`src/rtl/sgl_pkg.sv`:
```
package sgl_pkg;

  localparam int unsigned WORD_BITS     = 32;
  localparam int unsigned WORD_BYTES    = 4;
  localparam int unsigned DESC_BYTES    = 8;
  localparam int unsigned LAST_FLAG_BIT = 31;
  localparam int unsigned LEN_BITS      = 28;
  localparam int unsigned SEG_ADDR_BITS = 31;

  typedef enum logic [2:0] {
    WK_IDLE     = 3'd0,
    WK_LEN_REQ  = 3'd1,
    WK_LEN_WAIT = 3'd2,
    WK_ADR_REQ  = 3'd3,
    WK_ADR_WAIT = 3'd4,
    WK_EMIT     = 3'd5
  } walk_state_e;

endpackage

```
`src/rtl/sgl_addr_gen.sv`:
```
module sgl_addr_gen #(
  parameter int unsigned AW          = 32,
  parameter int unsigned MAX_ENTRIES = 32
) (
  input  logic          clk,
  input  logic          rst,
  input  logic          load,
  input  logic [AW-1:0] base_in,
  input  logic          advance,
  input  logic          hi_word,
  output logic [AW-1:0] req_addr,
  output logic          at_cap
);
  import sgl_pkg::*;

  localparam int unsigned IDX_W      = (MAX_ENTRIES > 1) ? $clog2(MAX_ENTRIES) : 1;
  localparam int unsigned DESC_SHIFT = $clog2(DESC_BYTES);
  localparam logic [IDX_W-1:0] IDX_LAST = IDX_W'(MAX_ENTRIES - 1);

  logic [AW-1:0]    base_q;
  logic [IDX_W-1:0] idx_q;
  logic [AW-1:0]    entry_off;

  always_ff @(posedge clk) begin
    if (rst) begin
      base_q <= '0;
      idx_q  <= '0;
    end else if (load) begin
      base_q <= base_in;
      idx_q  <= '0;
    end else if (advance) begin
      idx_q  <= idx_q + 1'b1;
    end
  end

  always_comb begin
    entry_off = AW'(idx_q) << DESC_SHIFT;
    req_addr  = base_q + entry_off + (hi_word ? AW'(WORD_BYTES) : AW'(0));
    at_cap    = (idx_q == IDX_LAST);
  end

  // the controller never steps past the final permitted entry
  p_adv_below_cap_r6: assert property (@(posedge clk) disable iff (rst)
    advance |-> (idx_q != IDX_LAST));

endmodule

```
`src/rtl/sgl_len_capture.sv`:
```
module sgl_len_capture (
  input  logic                          clk,
  input  logic                          rst,
  input  logic                          cap_en,
  input  logic [sgl_pkg::WORD_BITS-1:0] word_in,
  output logic [sgl_pkg::LEN_BITS-1:0]  len_o,
  output logic                          last_o
);
  import sgl_pkg::*;

  localparam int unsigned GAP_LO = LEN_BITS;
  localparam int unsigned GAP_HI = LAST_FLAG_BIT - 1;

  logic [GAP_HI:GAP_LO] unused_gap;

  assign unused_gap = word_in[GAP_HI:GAP_LO];

  always_ff @(posedge clk) begin
    if (rst) begin
      len_o  <= '0;
      last_o <= 1'b0;
    end else if (cap_en) begin
      len_o  <= word_in[LEN_BITS-1:0];
      last_o <= word_in[LAST_FLAG_BIT];
    end
  end

endmodule

```
`src/rtl/sgl_seg_out.sv`:
```
module sgl_seg_out #(
  parameter int unsigned AW = 32
) (
  input  logic                          clk,
  input  logic                          rst,
  input  logic                          load,
  input  logic [sgl_pkg::WORD_BITS-1:0] addr_word,
  input  logic [sgl_pkg::LEN_BITS-1:0]  len_in,
  input  logic                          last_in,
  input  logic                          seg_ready,
  output logic                          seg_valid,
  output logic [AW-1:0]                 seg_addr,
  output logic [sgl_pkg::LEN_BITS-1:0]  seg_len,
  output logic                          seg_last,
  output logic                          accept
);
  import sgl_pkg::*;

  localparam logic [WORD_BITS-1:0] ADDR_KEEP =
    WORD_BITS'((64'd1 << SEG_ADDR_BITS) - 64'd1);

  logic [WORD_BITS-1:0] masked;

  assign masked = addr_word & ADDR_KEEP;
  assign accept = seg_valid & seg_ready;

  always_ff @(posedge clk) begin
    if (rst) begin
      seg_valid <= 1'b0;
      seg_addr  <= '0;
      seg_len   <= '0;
      seg_last  <= 1'b0;
    end else if (load) begin
      seg_valid <= 1'b1;
      seg_addr  <= AW'(masked);
      seg_len   <= len_in;
      seg_last  <= last_in;
    end else if (accept) begin
      seg_valid <= 1'b0;
    end
  end

  // an offered segment is held until taken
  p_seg_hold_r7: assert property (@(posedge clk) disable iff (rst)
    (seg_valid && !seg_ready) |=> (seg_valid && $stable(seg_addr)
                                   && $stable(seg_len) && $stable(seg_last)));

endmodule

```
`src/rtl/sgl_walker.sv`:
```
module sgl_walker #(
  parameter int unsigned AW          = 32,
  parameter int unsigned MAX_ENTRIES = 32
) (
  input  logic                          clk,
  input  logic                          rst,
  input  logic                          start,
  input  logic [AW-1:0]                 base_addr,
  output logic                          busy,
  output logic                          done,
  output logic                          err_no_term,
  output logic                          rd_req_valid,
  input  logic                          rd_req_ready,
  output logic [AW-1:0]                 rd_req_addr,
  input  logic                          rd_rsp_valid,
  input  logic [sgl_pkg::WORD_BITS-1:0] rd_rsp_data,
  output logic                          seg_valid,
  input  logic                          seg_ready,
  output logic [AW-1:0]                 seg_addr,
  output logic [sgl_pkg::LEN_BITS-1:0]  seg_len,
  output logic                          seg_last
);
  import sgl_pkg::*;

  walk_state_e         st_q;
  logic                go;
  logic                step;
  logic                at_cap;
  logic                len_cap;
  logic                seg_load;
  logic                seg_take;
  logic [LEN_BITS-1:0] hold_len;
  logic                hold_last;

  always_comb begin
    go       = (st_q == WK_IDLE) && start;
    len_cap  = (st_q == WK_LEN_WAIT) && rd_rsp_valid;
    seg_load = (st_q == WK_ADR_WAIT) && rd_rsp_valid;
    step     = (st_q == WK_EMIT) && seg_take && !seg_last && !at_cap;
    rd_req_valid = (st_q == WK_LEN_REQ) || (st_q == WK_ADR_REQ);
    busy     = (st_q != WK_IDLE);
  end

  sgl_addr_gen #(.AW(AW), .MAX_ENTRIES(MAX_ENTRIES)) u_addr (
    .clk      (clk),
    .rst      (rst),
    .load     (go),
    .base_in  (base_addr),
    .advance  (step),
    .hi_word  (st_q == WK_ADR_REQ),
    .req_addr (rd_req_addr),
    .at_cap   (at_cap)
  );

  sgl_len_capture u_len (
    .clk     (clk),
    .rst     (rst),
    .cap_en  (len_cap),
    .word_in (rd_rsp_data),
    .len_o   (hold_len),
    .last_o  (hold_last)
  );

  sgl_seg_out #(.AW(AW)) u_seg (
    .clk       (clk),
    .rst       (rst),
    .load      (seg_load),
    .addr_word (rd_rsp_data),
    .len_in    (hold_len),
    .last_in   (hold_last),
    .seg_ready (seg_ready),
    .seg_valid (seg_valid),
    .seg_addr  (seg_addr),
    .seg_len   (seg_len),
    .seg_last  (seg_last),
    .accept    (seg_take)
  );

  always_ff @(posedge clk) begin
    if (rst) begin
      st_q        <= WK_IDLE;
      done        <= 1'b0;
      err_no_term <= 1'b0;
    end else begin
      done <= 1'b0;
      unique case (st_q)
        WK_IDLE: begin
          if (start) begin
            st_q        <= WK_LEN_REQ;
            err_no_term <= 1'b0;
          end
        end
        WK_LEN_REQ:  if (rd_req_ready) st_q <= WK_LEN_WAIT;
        WK_LEN_WAIT: if (rd_rsp_valid) st_q <= WK_ADR_REQ;
        WK_ADR_REQ:  if (rd_req_ready) st_q <= WK_ADR_WAIT;
        WK_ADR_WAIT: if (rd_rsp_valid) st_q <= WK_EMIT;
        WK_EMIT: begin
          if (seg_take) begin
            if (seg_last) begin
              st_q <= WK_IDLE;
              done <= 1'b1;
            end else if (at_cap) begin
              st_q        <= WK_IDLE;
              done        <= 1'b1;
              err_no_term <= 1'b1;
            end else begin
              st_q <= WK_LEN_REQ;
            end
          end
        end
        default: st_q <= WK_IDLE;
      endcase
    end
  end

  // no descriptor fetch while a segment waits downstream
  p_no_fetch_during_seg_r7: assert property (@(posedge clk) disable iff (rst)
    seg_valid |-> !rd_req_valid);

  // a raised request stays put until accepted
  p_req_hold_r11: assert property (@(posedge clk) disable iff (rst)
    (rd_req_valid && !rd_req_ready) |=> (rd_req_valid && $stable(rd_req_addr)));

  // one read in flight at a time
  p_one_outstanding_r8: assert property (@(posedge clk) disable iff (rst)
    (rd_req_valid && rd_req_ready) |=> !rd_req_valid);

  // completion is a single-cycle pulse
  p_done_pulse_r5: assert property (@(posedge clk) disable iff (rst)
    done |=> !done);

  // the error flag only rises alongside completion
  p_err_with_done_r10: assert property (@(posedge clk) disable iff (rst)
    $rose(err_no_term) |-> done);

endmodule

```
`config.mk`:
```
export PLATFORM = sky130hd
export DESIGN_NAME = sgl_walker
export DESIGN_NICKNAME = d
export VERILOG_FILES = /design/src/rtl/sgl_pkg.sv /design/src/rtl/sgl_addr_gen.sv /design/src/rtl/sgl_len_capture.sv /design/src/rtl/sgl_seg_out.sv /design/src/rtl/sgl_walker.sv
export SDC_FILE = /design/constraint.sdc
export NUM_CORES = 1
export LEC_CHECK = 0
export BUFFER_PORTS_ARGS = -buffer_cell sky130_fd_sc_hd__buf_2
export CORE_AREA = 4 4 112 114
export DETAILED_ROUTE_END_ITERATION = 12
export DIE_AREA = 0 0 116 118
export GPL_TIMING_DRIVEN = 0
export HOLD_SLACK_MARGIN = 0.05
export PLACE_DENSITY = 0.76
export SYNTH_ARGS = -nofsm -noshare
export SYNTH_HDL_FRONTEND = slang
export SYNTH_HIERARCHICAL = 1
export SYNTH_SLANG_ARGS = --single-unit
```
`constraint.sdc`:
```
create_clock -name clk -period 4.2 [get_ports clk]
set_clock_uncertainty 0.1 [all_clocks]
set_input_delay 0.63 -clock clk [delete_from_list [all_inputs] [get_ports clk]]
set_output_delay 0.63 -clock clk [all_outputs]
set_load 0.005 [all_outputs]
```
==> run_results.csv <==
group,metric,value,unit
worst_setup_path,path_max_fanout,10,
yosys,netlist.area_leader.share,0.4656,
run,cap_violations,0,
floorplanning,fp-row-count,39,
yosys,synthArstFlopShare,0,
power,totalPowerFinal,3.291,mW
outcome,status,"complete, no violations",
grt,grt_pass1_vias,4619,
power,powerDensity,447.2,mW/mm²
power,p_leak,3.304,nW
yosys,yosysSeqAreaShare,0.4656,
drt,drtIter0Drc,261,
cts,clk_latency,410,ps
cts,cts.repair.resized,0,
timing,tns,0,ps
yosys,yosys-top-cells-area,"dfxtp_1 (47%), mux2i_1 (22%), nor2_1 (9.0%), xnor2_1 (2.9%), xor2_1 (2.0%)",
layout,nets,825,
drt,vias,4551,
yosys,postSynthAreaPerCell,10.12,µm²
cts,clockBufferDepth,2,
drt,dr.pass1.iters,4,
yosys,syn_area,0.005675,mm²
place,place_hpwl,10360,µm
yosys,yosys_register_bits,132,
drt,final_antenna_net_count,0,
floorplanning,io_pins,168,
drt,drc,0,
grt,grt_pass1_wl,22220,µm
grt,grtUsageTotal,0.2053,
timing,worst_pin_slew,522.4,ps
timing,rsz0062_at_grt,"no",
timing,hold_viol,0,
layout,area_growth,29.67,%
place,place.gp.congestion,0.8666,
hold_path,worst_hold_path_type,"in -> reg",
power,ir_drop,0.2931,mV
timing,slew_headroom,0.6517,
worst_setup_path,cp.arrival,3020,ps
yosys,synth_ff_type,"dfxtp_1",
place,port_buffers,166,
yosys,syn_inst,561,
cts,cts_num_sinks,132,
floorplanning,die_h,118,µm
drt,vias_per_cell,5.045,
yosys,yosysTopAreaCell,"dfxtp_1",
worst_setup_path,critical_path_class,"reg -> out",
cts,clockRootBuffer,"clkbuf_16",
drt,drt-total-wl,13880,µm
layout,utilization,0.6445,
worst_setup_path,required,3470,ps
timing,setup_violations,0,
timing,layout_min_cycle_time,3753,ps
cts,h-tree-depth,4,
cts,tritoncts,"built",
yosys,synth_fp_nets,640,
floorplanning,dieWidth,116,µm
layout,drive_above_1_share,0.3162,
grt,grt-ovfl-total,0,
cts,postCtsSetupBuffers,0,
cts,cts_hold_buf,0,
drt,avgRoutedWirePerCell,15.38,µm
cts,cts_made_buffers,17,
worst_setup_path,end_kind,"output port",
yosys,yosysUniqueCellTypes,54,
floorplanning,initial_core_util,0.4970,
grt,grt_max_degree,17,
floorplanning,core_area,0.01142,mm²
yosys,synth_edf_count,0,
worst_setup_path,worstSetupStartpointType,"flop",
timing,fin_crit_sh,0.8935,
cts,path_clk_slew,60,ps
floorplanning,die_area,0.01369,mm²
timing,fmax,0.2665,GHz
layout,n_antenna_cell,0,
grt,antenna_found_initial,0,
yosys,synth_warnings,6,
timing,slew_viol_final,0,
==> cells by family after synthesis <==
logic type	share of synthesized area
AO/OA/AOI/OAI	0.02932
XOR/XNOR	0.04938
adder cells (fa/ha/maj)	0.02116
buffers and inverters	0.05710
flip-flops	0.4656
multiplexers	0.2169
other	0.0006607
AND/OR/NAND/NOR	0.1598
==> cells in the final DEF (no fill, tap or decap), types with 8 or more instances in the layout <==
cell	count
xnor2_1	19
clkbuf_1	8
mux2i_1	123
xor2_1	13
nor3_1	13
dfxtp_1	132
nand2_1	11
clkbuf_16	17
inv_1	10
ha_1	8
nor2_1	136
nand3_1	10
buf_2	178
==> final cells by class <==
class / instances / area [µm²]
multi-input combinational: 383 / 2709
timing repair buffer: 166 / 830.8
buffer: 36 / 286.5
inverter: 10 / 37.54
tap: 143 / 178.9
clock buffer: 20 / 446.7
clock inverter: 12 / 227.7
fill: 958 / 4059
sequential: 132 / 2643
==> worst max-delay path, cell delays in order, from the launching register on <==
cell and delay, ps:
dfxtp_1 300, buf_6 140, nor2b_2 120, and2_1 230, ha_1 230, inv_1 70, fa_1 400, nor2b_1 190
o31a_2 200, o2111a_2 320, nand4_2 120, xnor2_1 150, buf_2 140
==> report_power, final <==
part           internal (mW)  switching [mW]
Sequential              1.29          0.0341
Combinational          0.142           0.149
Clock                   1.13           0.543
Total                   2.57           0.726
==> routing by layer <==
| metal | global-route usage | vias to the layer above | wire [µm] |
|---|---|---|---|
| li1 | - | 2259 | - |
| met1 | 0.2368 | 2148 | 5665 |
| met2 | 0.3565 | 127 | 7150 |
| met3 | 0.05501 | 17 | 830 |
| met4 | 0.07904 | 0 | 229 |
| met5 | 0 | - | 0 |
==> synth_stat cells (2+ instances only) <==
cell type,count
nand3_1,10
buf_8,6
xnor2_1,19
and2_1,2
nor3_1,13
nand2_1,11
a21oi_1,5
inv_1,10
o21ai_0,3
xor2_1,13
clkbuf_1,6
buf_4,6
nand4_1,3
and3_1,3
buf_2,12
a21o_1,2
nand4_2,2
ha_1,8
nor2_1,136
dfxtp_1,132
buf_6,4
mux2i_1,123
==> sequential cells by signal, summed over array words and instances, names as in the netlist <==
name and flops:
u_addr/idx_q 5, u_len/last_o 1, err_no_term 1, u_addr/base_q 32
u_seg/seg_valid 1, u_seg/seg_len 28, st_q 3, u_seg/seg_last 1
u_seg/seg_addr 31, u_len/len_o 28, done 1
==> final timing paths <==
| kind | cells after the start | end | startpoint | slack [ps] |
|---|---|---|---|---|
| hold reg to reg | 2 | u_seg/seg_len[25] | u_seg/seg_len[25] | 390 |
| setup / recovery | 12 | rd_req_addr[28] | st_q[2] | 450 |
| hold / removal | 3 | u_addr/base_q[3] | base_addr[3] | 350 |
| setup reg to reg | 7 | u_addr/base_q[28] | st_q[1] | 2100 |
==> through the flow <==
step | worst slack [ps] | cells | area (µm²) | hold slack (ps)
final | 447.1 | 902 | 7360 | 351.5
after detailed placement | 902.7 | 870 | 6685 | 373.8
after floorplan | 1311 | 561 | 5675 | 360.1
after global placement | 967.3 | 870 | 6685 | 367.2
after global routing | 291.8 | 902 | 7360 | 334.9
after CTS | 441.3 | 902 | 7360 | 338.3
No activity file was read; power rests on OpenSTA's default activity.
